`src/rtl/gmp_pkg.sv`:
```
// Package: register word indices shared by the port controller and its parts.
// Assumes a 32-bit bus, so a register word is selected by byte-address bits [4:2].
package gmp_pkg;
    localparam int WORD_DIR  = 0;   // direction, byte offset 0x00
    localparam int WORD_MASK = 4;   // mask, byte offset 0x10
    localparam int WORD_PIN  = 5;   // pin value, byte offset 0x14
    localparam int WORD_SET  = 6;   // set, byte offset 0x18
    localparam int WORD_CLR  = 7;   // clear, byte offset 0x1C
    localparam int LANE_W    = 8;   // bits per byte lane
endpackage

```
`src/rtl/gmp_lane_reg.sv`:
```
// Module: byte-lane strobed register (used for direction and mask).
// Assumes WIDTH is a multiple of 8; lanes that are not strobed hold their value.
module gmp_lane_reg #(
    parameter int WIDTH = 32
) (
    input  logic                    clk,
    input  logic                    rst_n,
    input  logic                    wr_en,
    input  logic [WIDTH/8-1:0]      be,
    input  logic [WIDTH-1:0]        wdata,
    output logic [WIDTH-1:0]        q
);
    import gmp_pkg::*;
    localparam int LANES = WIDTH / LANE_W;

    logic [WIDTH-1:0] lane_bits;

    for (genvar l = 0; l < LANES; l++) begin : g_lane
        // Update one lane when written with its strobe set
        always_ff @(posedge clk) begin
            if (!rst_n)
                q[l*LANE_W +: LANE_W] <= '0;
            else if (wr_en && be[l])
                q[l*LANE_W +: LANE_W] <= wdata[l*LANE_W +: LANE_W];
        end
        assign lane_bits[l*LANE_W +: LANE_W] = {LANE_W{wr_en & be[l]}};
    end

    // bits outside the strobed lanes never change
    p_lane_hold_r7: assert property (@(posedge clk) disable iff (!rst_n)
        1'b1 |=> ((q ^ $past(q)) & ~$past(lane_bits)) == '0);
endmodule

```
`src/rtl/gmp_out_latch.sv`:
```
// Module: output latch with load, set and clear writes gated by lane and mask.
// Assumes at most one of ld_en/set_en/clr_en is high (they decode one address).
module gmp_out_latch #(
    parameter int WIDTH = 32
) (
    input  logic              clk,
    input  logic              rst_n,
    input  logic              ld_en,
    input  logic              set_en,
    input  logic              clr_en,
    input  logic [WIDTH-1:0]  lane_bits,
    input  logic [WIDTH-1:0]  mask,
    input  logic [WIDTH-1:0]  wdata,
    output logic [WIDTH-1:0]  q
);
    logic [WIDTH-1:0] en;

    // Bits that a write may touch: strobed and not masked
    assign en = lane_bits & ~mask;

    // Apply the selected kind of latch write
    always_ff @(posedge clk) begin
        if (!rst_n)
            q <= '0;
        else if (ld_en)
            q <= (q & ~en) | (wdata & en);
        else if (set_en)
            q <= q | (wdata & en);
        else if (clr_en)
            q <= q & ~(wdata & en);
    end

    // masked bits never change
    p_mask_hold_r4: assert property (@(posedge clk) disable iff (!rst_n)
        1'b1 |=> ((q ^ $past(q)) & $past(mask)) == '0);
    // a set write never turns a bit off
    p_set_no_fall_r5: assert property (@(posedge clk) disable iff (!rst_n)
        set_en |=> ($past(q) & ~q) == '0);
    // a clear write never turns a bit on
    p_clr_no_rise_r5: assert property (@(posedge clk) disable iff (!rst_n)
        clr_en |=> (~$past(q) & q) == '0);
    // without a latch write the latch holds
    p_idle_hold_r9: assert property (@(posedge clk) disable iff (!rst_n)
        !(ld_en || set_en || clr_en) |=> $stable(q));
endmodule

```
`src/rtl/gmp_in_sync.sv`:
```
// Module: two-flop synchronizer for the pad inputs.
// Assumes each pin is an independent level; no multi-bit coherence is implied.
module gmp_in_sync #(
    parameter int WIDTH = 32
) (
    input  logic              clk,
    input  logic              rst_n,
    input  logic [WIDTH-1:0]  d,
    output logic [WIDTH-1:0]  q
);
    logic [WIDTH-1:0] stage1;

    // Two-stage capture of the asynchronous pad levels
    always_ff @(posedge clk) begin
        if (!rst_n) begin
            stage1 <= '0;
            q      <= '0;
        end else begin
            stage1 <= d;
            q      <= stage1;
        end
    end

    // output is the pad level from exactly two edges earlier
    p_sync_age_r8: assert property (@(posedge clk) disable iff (!rst_n)
        1'b1 |=> ##1 (q == $past(d, 2)));
endmodule

```
`src/rtl/gpio_mask_port.sv`:
```
// Module: masked 32-pin GPIO port, top level.
// Decodes word address and byte strobes, holds the direction and mask registers,
// the output latch and the input synchronizer, and registers the read data.
// Assumes bus_wr and bus_rd are single-cycle qualified requests on a byte address.
module gpio_mask_port #(
    parameter int DATA_W = 32,
    parameter int ADDR_W = 5
) (
    input  logic               clk,
    input  logic               rst_n,
    input  logic [ADDR_W-1:0]  bus_addr,
    input  logic               bus_wr,
    input  logic [DATA_W/8-1:0] bus_be,
    input  logic [DATA_W-1:0]  bus_wdata,
    input  logic               bus_rd,
    output logic [DATA_W-1:0]  bus_rdata,
    input  logic [DATA_W-1:0]  pin_in,
    output logic [DATA_W-1:0]  pin_out,
    output logic [DATA_W-1:0]  pin_oe
);
    import gmp_pkg::*;
    localparam int LANES = DATA_W / LANE_W;
    localparam int LSB   = $clog2(LANES);
    localparam int SEL_W = ADDR_W - LSB;

    logic [SEL_W-1:0]  sel;
    logic [DATA_W-1:0] lane_bits;
    logic [DATA_W-1:0] dir_q;
    logic [DATA_W-1:0] mask_q;
    logic [DATA_W-1:0] sync_q;
    logic              wr_dir, wr_mask, wr_pin, wr_set, wr_clr;

    assign sel = bus_addr[ADDR_W-1:LSB];

    for (genvar l = 0; l < LANES; l++) begin : g_lanes
        assign lane_bits[l*LANE_W +: LANE_W] = {LANE_W{bus_be[l]}};
    end

    // Write decode per register word
    assign wr_dir  = bus_wr && (int'(sel) == WORD_DIR);
    assign wr_mask = bus_wr && (int'(sel) == WORD_MASK);
    assign wr_pin  = bus_wr && (int'(sel) == WORD_PIN);
    assign wr_set  = bus_wr && (int'(sel) == WORD_SET);
    assign wr_clr  = bus_wr && (int'(sel) == WORD_CLR);

    gmp_lane_reg #(.WIDTH(DATA_W)) u_dir (
        .clk(clk), .rst_n(rst_n), .wr_en(wr_dir), .be(bus_be),
        .wdata(bus_wdata), .q(dir_q));

    gmp_lane_reg #(.WIDTH(DATA_W)) u_mask (
        .clk(clk), .rst_n(rst_n), .wr_en(wr_mask), .be(bus_be),
        .wdata(bus_wdata), .q(mask_q));

    gmp_out_latch #(.WIDTH(DATA_W)) u_latch (
        .clk(clk), .rst_n(rst_n), .ld_en(wr_pin), .set_en(wr_set),
        .clr_en(wr_clr), .lane_bits(lane_bits), .mask(mask_q),
        .wdata(bus_wdata), .q(pin_out));

    gmp_in_sync #(.WIDTH(DATA_W)) u_sync (
        .clk(clk), .rst_n(rst_n), .d(pin_in), .q(sync_q));

    assign pin_oe = dir_q;

    // Registered read mux; zero when no read is requested
    always_ff @(posedge clk) begin
        if (!rst_n)
            bus_rdata <= '0;
        else if (bus_rd) begin
            case (int'(sel))
                WORD_DIR:  bus_rdata <= dir_q;
                WORD_MASK: bus_rdata <= mask_q;
                WORD_PIN:  bus_rdata <= sync_q & ~mask_q;
                default:   bus_rdata <= '0;
            endcase
        end else
            bus_rdata <= '0;
    end

    // masked bits of a pin-value read return 0
    p_rd_mask_r6: assert property (@(posedge clk) disable iff (!rst_n)
        (bus_rd && int'(sel) == WORD_PIN) |=> (bus_rdata & $past(mask_q)) == '0);
    // no read request leaves read data at zero
    p_idle_zero_r9: assert property (@(posedge clk) disable iff (!rst_n)
        !bus_rd |=> bus_rdata == '0);
    // direction changes only on a direction write
    p_dir_only_r2: assert property (@(posedge clk) disable iff (!rst_n)
        !wr_dir |=> $stable(pin_oe));
endmodule

```
`config.mk`:
```
export PLATFORM = sky130hd
export DESIGN_NAME = gpio_mask_port
export DESIGN_NICKNAME = d
export VERILOG_FILES = /design/src/rtl/gmp_pkg.sv /design/src/rtl/gmp_lane_reg.sv /design/src/rtl/gmp_out_latch.sv /design/src/rtl/gmp_in_sync.sv /design/src/rtl/gpio_mask_port.sv
export SDC_FILE = /design/constraint.sdc
export NUM_CORES = 1
export LEC_CHECK = 0
export BUFFER_PORTS_ARGS = -buffer_cell sky130_fd_sc_hd__buf_2
export CORE_MARGIN = 4
export CORE_UTILIZATION = 55
export DETAILED_ROUTE_END_ITERATION = 12
export GPL_ROUTABILITY_DRIVEN = 0
export PLACE_DENSITY = 0.78
export SLEW_MARGIN = 30
export SYNTH_ARGS = -nofsm -noshare
export SYNTH_HDL_FRONTEND = slang
export SYNTH_SLANG_ARGS = --single-unit
```
`constraint.sdc`:
```
create_clock -name clk -period 2.45 [get_ports clk]
set_input_delay 0.1225 -clock clk [delete_from_list [all_inputs] [get_ports clk]]
set_output_delay 0.1225 -clock clk [all_outputs]
set_load 0.01 [all_outputs]
```
==> impl_metrics.json, run 1 <==
{
  "max_clock_freq_ghz": 0.641,
  "slowest_delay_ps": 470,
  "switchingPower_w": 0.00149,
  "synth_area_mm2": 0.00757,
  "drtIter0Drc": 530,
  "synth_edf_count": 0,
  "cp-start-kind": "input pin",
  "synthArstFlopShare_pct": 0,
  "cts.clk_slew.worst_paths_ps": 70,
  "insertion_delay_ps": 430,
  "period_share_pct": 63.7,
  "post-route-min-period_ps": 1560,
  "drtPass1Iterations": 5,
  "synth_common_cells": "192 x dfxtp_1, 68 x inv_1, 65 x and2_1, 41 x nand3_1, 40 x a21oi_1",
  "avgRoutedWirePerCell_um": 17.4,
  "combPwrFrac_pct": 7.7,
  "coreArea_mm2": 0.0133,
  "die-width_um": 125,
  "drt-total-wl_mm": 20.7,
  "synth_area_leaders": "dfxtp_1 51%, and2_1 5.4%, mux2i_1 4.2%",
  "switching_share_pct": 21.6,
  "drc": 0,
  "power_w": 0.00689,
  "p_seq_share_pct": 46.9,
  "fp.dieArea_mm2": 0.0157,
  "fin_nets": 1079,
  "gr-usage-met2_pct": 42.4,
  "fin_tns_setup_ps": 0,
  "critical_path_class": "in2reg",
  "antenna_found_initial": 0,
  "clock_skew_ps": 8.73,
  "ys_seq_area_share_pct": 50.8,
  "met1_usage_pct": 34.1,
  "use_met3_pct": 5.88,
  "hold_class": "in2reg",
  "p_leak_nw": 4.19,
  "cts_tree": "yes",
  "setup_viol": 0,
  "hold_viol_final": 0,
  "ctsRootBufferMaster": "clkbuf_16",
  "placed_cells": 1095,
  "stdcell_count": 1191,
  "irDropWorstVdd_uv": 755,
  "crit_family": "compound AO/OA/AOI/OAI gates",
  "cp_data_arrival_time_ps": 1860,
  "grt_use_total_pct": 25.8,
  "yosysMostFrequentCell": "dfxtp_1",
  "cp_cell_sequence": "buf_2 -> buf_4 -> o2111ai_1 -> a211oi_1 -> o32ai_1",
  "layout-drive-gt1-share_pct": 22.5,
  "final_max_slew_viol_count": 0,
  "ys.flop_type": "dfxtp_1",
  "required_ps": 2750,
  "area_growth_pct": 29.6,
  "yosysTopAreaCellShare_pct": 50.8,
  "crit_path_max_fanout": 24,
  "power_density_mw_per_mm2": 703,
  "rsz0062_at_grt": "no",
  "status": "finished, final reports clean",
  "ios": 173,
  "ant_nets": 0,
  "worst-slew-pin-transition_ps": 977,
  "syn_nets": 870,
  "clkSinkCount": 192,
  "synth_seq_cells": 192,
  "vias_per_cell": 5.59,
  "synth_cell_types": 35,
  "syn_inst": 793,
  "start_util_pct": 56.7,
  "post_cts_buffers": 0,
  "place.port_buffers": 170,
  "die_height_um": 125,
  "yosys_warnings": 0,
  "grt_start_max_net_pins": 53,
  "slowest_stage": "o2111ai_1",
  "slew_headroom_pct": 34.8,
  "drv_cap": 0,
  "grt_remaining_overflow": 0,
  "intPower_w": 0.00540,
  "cts_made_buffers": 17,
  "post_cts_resized": 0,
  "p_clk_share_pct": 45.4,
  "clk_path_buf_depth": 2,
  "h-tree-depth": 4,
  "insertedDiodeCount": 0,
  "grt_pass1_vias": 6465,
  "hpwl_mm": 12.6,
  "synth_top_cell_by_area": "dfxtp_1",
  "rows": 42,
  "grt_pass1_wl_mm": 33.2,
  "path_buf_inv": 2,
  "vias": 6657,
  "syn_area_per_cell_um2": 9.55,
  "endpoint_kind": "flip-flop",
  "grt_busiest_layer": "met2"
}
-- kinds of logic after synthesis --
logic type | synth area share, %
and+or+nand+nor | 15.7
muxes | 4.23
xor gates and xnor gates | 0.364
AOI/OAI and AO/OA | 21.7
buffers and inverters | 7.19
DFF | 50.8
-- metal layers --
metal / vias to the layer above / share of wire (%)
li1: 3220 / -
met1: 3144 / 44
met2: 261 / 48
met3: 32 / 6.5
met4: 0 / 1.5
met5: - / 0
-- worst register-to-register path, cell delays in order (launching register included) --
cell,delay [ps]
dfxtp_1,360
mux2i_1,210
o32a_1,230
nor2_1,50
-- cells in the final DEF (no fill, tap or decap), drive strengths merged, types with 2 or more instances in the layout --
cell type,n
a21boi,24
clkinv,3
clkinvlp,2
clkbuf,23
inv,68
dlygate4sd3,64
nand4,3
nand2,34
o21ai,40
o21a,24
a21oi,40
mux2i,32
nand3,42
nor2,33
and3,25
and2,65
bufinv,5
a211oi,32
o2111ai,4
o32ai,32
dfxtp,192
and4bb,2
buf,187
o32a,32
-- stage by stage --
| stage | area, um2 | hold slack (ps) | worst slack (ps) | util (%) |
|---|---|---|---|---|
| after floorplan | 7570 | 250 | 1170 | - |
| after global placement | 8490 | 328 | 500 | 63.6 |
| after detailed placement | 8490 | 331 | 457 | 63.6 |
| after CTS | 9810 | 148 | 895 | 73.5 |
| after global routing | 9810 | 172 | 751 | 73.5 |
| final | 9810 | 154 | 890 | 73.5 |
-- cell type report --
cell class	instances	area, um2
Sequential cell	192	3840
Fill cell	954	3540
Multi-Input combinational cell	471	3180
Timing Repair Buffer	251	1620
Clock buffer	23	508
Inverter	69	259
Tap cell	176	220
Clock inverter	9	175
-- power by group through the flow --
| stage | Clock [W] | Combinational, W | Sequential (W) |
|---|---|---|---|
| 6_report | 0.00313 | 0.000532 | 0.00323 |
| 5_1_grt | 0.00327 | 0.000579 | 0.00324 |
| 4_1_cts | 0.00315 | 0.000524 | 0.00323 |
| 3_5_place_dp | 0 | 0.000442 | 0.00330 |
| 3_3_place_gp | 0 | 0.000435 | 0.00330 |
| 2_1_floorplan | 0 | 0.000270 | 0.00330 |
-- path summary, 6_finish.rpt --
kind | from | end | slack [ps] | cells after the start
worst min register to register | u_sync.stage1[22]$_SDFF_PN0_ | u_sync.q[22]$_SDFF_PN0_ | 430 | 1
worst min-delay path | rst_n | u_mask.q[22]$_SDFFE_PN0P_ | 150 | 2
worst max-delay path | bus_addr[4] | flip-flop | 890 | 5
worst max register to register | u_mask.q[21]$_SDFFE_PN0P_ | bus_rdata[21]$_SDFF_PN0_ | 1490 | 3
-- what timing repair did --
action | in CTS | in global routing
hold buffers | 64 | 0
setup endpoints to repair | 0 | 0
hold endpoints to repair | 82 | 0
(Power assumes the default switching activity.)
==> run 2, diff against run 1 <==
--- a/config.mk
+++ b/config.mk
@@ -7,10 +7,10 @@
 export LEC_CHECK = 0
 export BUFFER_PORTS_ARGS = -buffer_cell sky130_fd_sc_hd__buf_2
 export CORE_MARGIN = 4
-export CORE_UTILIZATION = 55
+export CORE_UTILIZATION = 48
 export DETAILED_ROUTE_END_ITERATION = 12
 export GPL_ROUTABILITY_DRIVEN = 0
-export PLACE_DENSITY = 0.78
+export PLACE_DENSITY = 0.72
 export SLEW_MARGIN = 30
 export SYNTH_ARGS = -nofsm -noshare
 export SYNTH_HDL_FRONTEND = slang
==> constraint.sdc (replaced) <==
create_clock -name clk -period 1.3 [get_ports clk]
set_input_delay 0.065 -clock clk [delete_from_list [all_inputs] [get_ports clk]]
set_output_delay 0.065 -clock clk [all_outputs]
set_load 0.01 [all_outputs]
==> run 2 against run 1 <==
Sequential power rose by 89%. First-iteration DRC count fell by 4.5%. Largest cell class unchanged. Total power rose by 81%. Combinational power rose by 100%. Count of clock-buffer cells in the layout fell by 3.
==> impl_metrics.json, run 2 (synthesized netlist as in run 1, its figures left out) <==
{
  "mostFrequentLayoutCells": "192 x dfxtp_1, 168 x buf_2, 68 x inv_1",
  "critical_path_class": "in2reg",
  "avgRoutedWirePerCell_um": 16.6,
  "antenna_found_initial": 1,
  "cp_cell_sequence": "dlygate4sd3_1 -> clkbuf_4 -> o2111ai_1 -> buf_4 -> a211oi_1 -> o32ai_1",
  "fin_nets": 1110,
  "post_cts_buffers": 0,
  "cts.clk_slew.worst_paths_ps": 70,
  "rsz0062_at_grt": "no",
  "final_max_slew_viol_count": 0,
  "met3_length_mm": 1.22,
  "slew_headroom_pct": 71.6,
  "drc": 0,
  "grt_remaining_overflow": 0,
  "die-width_um": 134,
  "vias": 6674,
  "clock_skew_ps": 9.49,
  "ios": 173,
  "p_leak_nw": 4.31,
  "post-place-ws_ps": -76.4,
  "fp.dieArea_mm2": 0.0178,
  "endpoint_kind": "flip-flop",
  "worst-slew-pin-transition_ps": 426,
  "cts_tree": "yes",
  "irDropWorstVdd_uv": 971,
  "slowest_stage": "dlygate4sd3_1",
  "final_common_cell": "dfxtp_1",
  "hpwl_mm": 13.5,
  "cts_made_buffers": 17,
  "clk_path_buf_depth": 2,
  "insertion_delay_ps": 440,
  "routed.top_layer": "met4",
  "ctsRootBufferMaster": "clkbuf_16",
  "required_ps": 1610,
  "area_growth_pct": 33.0,
  "max_clock_freq_ghz": 0.829,
  "power_density_mw_per_mm2": 1240,
  "rows": 45,
  "drt-total-wl_mm": 20.8,
  "hold_viol_final": 0,
  "fin_ws_ps": 94.3,
  "clkSinkCount": 192,
  "crit_path_max_fanout": 11,
  "start_util_pct": 49.4,
  "layout-drive-gt1-share_pct": 24.4,
  "h-tree-depth": 4,
  "post-route-min-period_ps": 1210,
  "coreArea_mm2": 0.0153,
  "vias_per_cell": 5.31,
  "grt_use_total_pct": 23.1,
  "route.met2.wl_mm": 9.88,
  "die_height_um": 134,
  "cp-start-kind": "input pin",
  "power_w": 0.0125,
  "drv_cap": 0,
  "grt_pass1_wl_mm": 33.2,
  "setup_viol": 0,
  "drtIter0Drc": 506,
  "grt_pass1_vias": 6396,
  "period_share_pct": 92.7,
  "status": "finished, final reports clean",
  "place.port_buffers": 170,
  "cp_data_arrival_time_ps": 1510,
  "grt_start_max_net_pins": 48,
  "fill_cells": 1257,
  "ant_nets": 0,
  "slowest_delay_ps": 570,
  "hold_class": "in2reg",
  "m1WireLength_mm": 9.43,
  "drtPass1Iterations": 5
}
run 2: cell count changes in the layout (fill, tap and decap cells not counted), moves of 3 or more:
cell | previous run | this run
buf_4 | 18 | 43
clkinv_4 | 0 | 3
buf_12 | 0 | 4
clkbuf_8 | 6 | 1
run 2: final cells by class:
class | instances | area (um2) | area share (%)
well taps | 211 | 264 | 2.62
clock buffers | 20 | 447 | 4.44
clock inverters | 12 | 159 | 1.58
multi-input cells | 471 | 3180 | 31.6
inverters | 69 | 259 | 2.57
diodes | 1 | 2.50 | 0.0249
flip-flops and latches | 192 | 3840 | 38.2
repair buffers | 282 | 1910 | 19.0
run 2: final timing paths:
kind | start | to | slack [ps] | cells past startpoint
setup / recovery | bus_be[0] | flip-flop | 90 | 6
hold / removal | rst_n | u_mask.q[14]$_SDFFE_PN0P_ | 100 | 3
setup reg to reg | u_mask.q[13]$_SDFFE_PN0P_ | bus_rdata[13]$_SDFF_PN0_ | 430 | 2
hold reg to reg | u_sync.stage1[8]$_SDFF_PN0_ | u_sync.q[8]$_SDFF_PN0_ | 430 | 1
run 2: where the power goes:
part	internal (W)	leakage [nW]	switching (W)	total, W
sequential	0.00603	1.56	0.0000604	0.00609
combinational	0.000510	2.46	0.000578	0.00109
clock	0.00309	0.291	0.00224	0.00533
total	0.00963	4.31	0.00288	0.0125
run 2: metal layers:
layer,vias to the layer above,GRT usage [%]
met3,24,5.29
met5,-,0
li1,3288,-
met1,3146,31.0
met2,216,37.6
met4,0,6.34
run 2: critical path: cells and delay by family:
family | cells | cell delay, ps
buf+inv | 3 | 1000
compound gates | 3 | 450
run 2: through the flow:
| step | TNS (ps) | cells | instance area, um2 | utilization [%] | hold slack [ps] |
|---|---|---|---|---|---|
| finish | 0 | 1258 | 10100 | 65.8 | 99.4 |
| floorplan | 0 | 793 | 7570 | - | 192 |
| CTS | 0 | 1257 | 10100 | 65.7 | 91.3 |
| global route | 0 | 1258 | 10100 | 65.8 | 113 |
| global placement | -97.6 | 1159 | 8800 | 57.5 | 271 |
| detailed placement | -1020 | 1159 | 8800 | 57.5 | 274 |
run 2: repair_timing:
action	CTS	global route
hold buffers	66	0
gates resized for setup	0	1
endpoints found under the setup margin	0	1
hold endpoints to repair	106	0
==> run 3, diff against run 2 <==
--- a/config.mk
+++ b/config.mk
@@ -6,11 +6,13 @@
 export NUM_CORES = 1
 export LEC_CHECK = 0
 export BUFFER_PORTS_ARGS = -buffer_cell sky130_fd_sc_hd__buf_2
+export CELL_PAD_IN_SITES_DETAIL_PLACEMENT = 0
+export CELL_PAD_IN_SITES_GLOBAL_PLACEMENT = 1
 export CORE_MARGIN = 4
-export CORE_UTILIZATION = 48
+export CORE_UTILIZATION = 37
 export DETAILED_ROUTE_END_ITERATION = 12
 export GPL_ROUTABILITY_DRIVEN = 0
-export PLACE_DENSITY = 0.72
+export PLACE_DENSITY = 0.73
 export SLEW_MARGIN = 30
 export SYNTH_ARGS = -nofsm -noshare
 export SYNTH_HDL_FRONTEND = slang
==> run 3 against run 2 <==
Critical path depth unchanged. Register-to-register slack is essentially flat. First-iteration DRC count decreased by 42%. Count of clock-buffer cells in the layout down 1. Via count shrank 2.6%. Non-clock buffer count increased by 2. Sequential power about the same. Final cell count grew 4.7%. Maximum frequency down 1.5%. Combinational power hardly changed. Final area is 0.79% higher.
==> impl_metrics.json, run 3 (synthesized netlist as in run 1, its figures left out) <==
{
  "rows": 52,
  "hold_viol_final": 0,
  "cp_cell_sequence": "buf_2 -> nor4b_4 -> buf_4 -> nand3_1 -> dlygate4sd3_1 -> a21oi_1",
  "worstSetupStartpoint": "bus_addr[2]",
  "place.port_buffers": 170,
  "mostFrequentLayoutCells": "192 x dfxtp_1, 169 x buf_2, 69 x dlygate4sd3_1",
  "max_clock_freq_ghz": 0.817,
  "place_area_mm2": 0.00890,
  "path_buf_inv": 3,
  "irDropWorstVdd_uv": 782,
  "fp.dieArea_mm2": 0.0228,
  "status": "finished, final reports clean",
  "p_clk_share_pct": 41.0,
  "path_depth": 6,
  "vias_per_cell": 4.94,
  "hpwl_mm": 14.3,
  "power_density_mw_per_mm2": 1200,
  "layout-drive-gt1-share_pct": 24.5,
  "rsz0062_at_grt": "no",
  "drt-total-wl_mm": 21.2,
  "avgRoutedWirePerCell_um": 16.1,
  "grt_pass1_wl_mm": 33.9,
  "insertion_delay_ps": 430,
  "crit_end": "u_dir.q[16]$_SDFFE_PN0P_",
  "required_ps": 1650,
  "clock_skew_ps": 8.23,
  "hold_class": "in2reg",
  "r2r_start": "u_mask.q[4]$_SDFFE_PN0P_",
  "r2r_setup_slack_ps": 430,
  "slowest_delay_ps": 560,
  "switchingPower_w": 0.00293,
  "grt_start_max_net_pins": 89,
  "grt_remaining_overflow": 0,
  "fin_nets": 1112,
  "area_growth_pct": 34.1,
  "grt_use_total_pct": 18.8,
  "antenna_found_initial": 0,
  "ant_nets": 0,
  "post-route-util_pct": 50.3,
  "setup_viol": 0,
  "drv_cap": 0,
  "final_max_slew_viol_count": 0,
  "p_leak_nw": 4.29,
  "post_cts_resized": 0,
  "slew_headroom_pct": 61.8,
  "combPwrFrac_pct": 8.9,
  "die_height_um": 151,
  "cts.clk_slew.worst_paths_ps": 70,
  "grt_pass1_vias": 6290,
  "final_area_mm2": 0.0101,
  "period_share_pct": 94.2,
  "ctsRootBufferMaster": "clkbuf_16",
  "post-route-min-period_ps": 1220,
  "intPower_w": 0.00923,
  "fin_ws_ps": 75.7,
  "vias": 6501,
  "final_common_cell": "dfxtp_1",
  "slowest_stage": "dlygate4sd3_1",
  "worst_r2r_endpoint": "bus_rdata[4]$_SDFF_PN0_",
  "die-width_um": 151,
  "coreArea_mm2": 0.0202,
  "clk_path_buf_depth": 2,
  "drtPass1Iterations": 5,
  "ios": 173,
  "drtIter0Drc": 292,
  "fill_cells": 1961,
  "critical_path_class": "in2reg",
  "crit_path_max_fanout": 13,
  "insertedDiodeCount": 0,
  "p_seq_share_pct": 50.0,
  "cts_tree": "yes",
  "switching_share_pct": 24.1,
  "clkSinkCount": 192,
  "cts_made_buffers": 17,
  "crit_family": "buffers and inverters",
  "h-tree-depth": 4,
  "worst-slew-pin-transition_ps": 572,
  "drc": 0,
  "post-place-ws_ps": -94.9,
  "multi_input_area_mm2": 0.00319,
  "endpoint_kind": "flip-flop",
  "start_util_pct": 37.5,
  "seqCellArea_mm2": 0.00384,
  "cp_data_arrival_time_ps": 1580,
  "cp-start-kind": "input pin",
  "ff2ff_path_depth": 2
}
[run 3: cell count changes in the layout (fill, tap and decap cells not counted), sizes merged]
cell and delta:
clkinvlp +1, clkbuf -2, clkinv +1, bufinv -2
diode -1, dlygate4sd3 +3
[run 3: repair_timing]
action                    in CTS  in global routing
buffers inserted               0                  0
hold endpoints to repair     107                  0
hold buffers                  69                  0
[run 3: how the worst min path moves through the flow]
| stage | start | end | cells past startpoint |
|---|---|---|---|
| 6_report | bus_be[1] | u_dir.q[8]$_SDFFE_PN0P_ | 3 |
| 5_1_grt | bus_be[0] | u_dir.q[6]$_SDFFE_PN0P_ | 3 |
| 4_1_cts | bus_be[1] | u_dir.q[8]$_SDFFE_PN0P_ | 3 |
| 3_5_place_dp | pin_in[14] | u_sync.stage1[14]$_SDFF_PN0_ | 2 |
| 3_3_place_gp | pin_in[17] | u_sync.stage1[17]$_SDFF_PN0_ | 2 |
| 2_1_floorplan | pin_in[0] | u_sync.stage1[0]$_SDFF_PN0_ | 1 |
[run 3: power by group through the flow]
stage	Combinational (W)	Clock [W]	Sequential, W
3_3_place_gp	0.000935	0	0.00622
6_report	0.00109	0.00499	0.00609
2_1_floorplan	0.000509	0	0.00622
5_1_grt	0.00120	0.00536	0.00610
3_5_place_dp	0.000941	0	0.00622
4_1_cts	0.00110	0.00514	0.00609
[run 3: worst register-to-register path: stages (launching register included)]
cell	delay, ps
dfxtp_1	340
o32a_1	360
nor2_1	100
[run 3: layer usage]
layer	routed length (um)	global-route usage (%)	share of wire, %	vias up
met5	0	0	0	-
li1	-	-	-	3286
met2	9740	30.5	46	155
met1	10300	25.9	48	3053
met4	136	4.13	0.64	0
met3	1080	4.19	5.1	7
[run 3: final cells by class]
| cell class | count | share of cell area, % |
|---|---|---|
| well taps | 270 | 3.33 |
| clock buffers | 19 | 4.36 |
| flip-flops and latches | 192 | 37.9 |
| multi-input cells | 471 | 31.4 |
| repair buffers | 284 | 19.4 |
| inverters | 69 | 2.55 |
| clock inverters | 12 | 1.10 |
[run 3: through the flow]
stage	total power (W)	setup TNS, ps	hold WS [ps]	cells
detailed placement	0.00716	-2710	273	1217
global placement	0.00716	-1670	270	1217
CTS	0.0123	0	5.03	1317
floorplan	0.00673	0	192	793
finish	0.0122	0	27.4	1317
global route	0.0127	0	23.1	1317
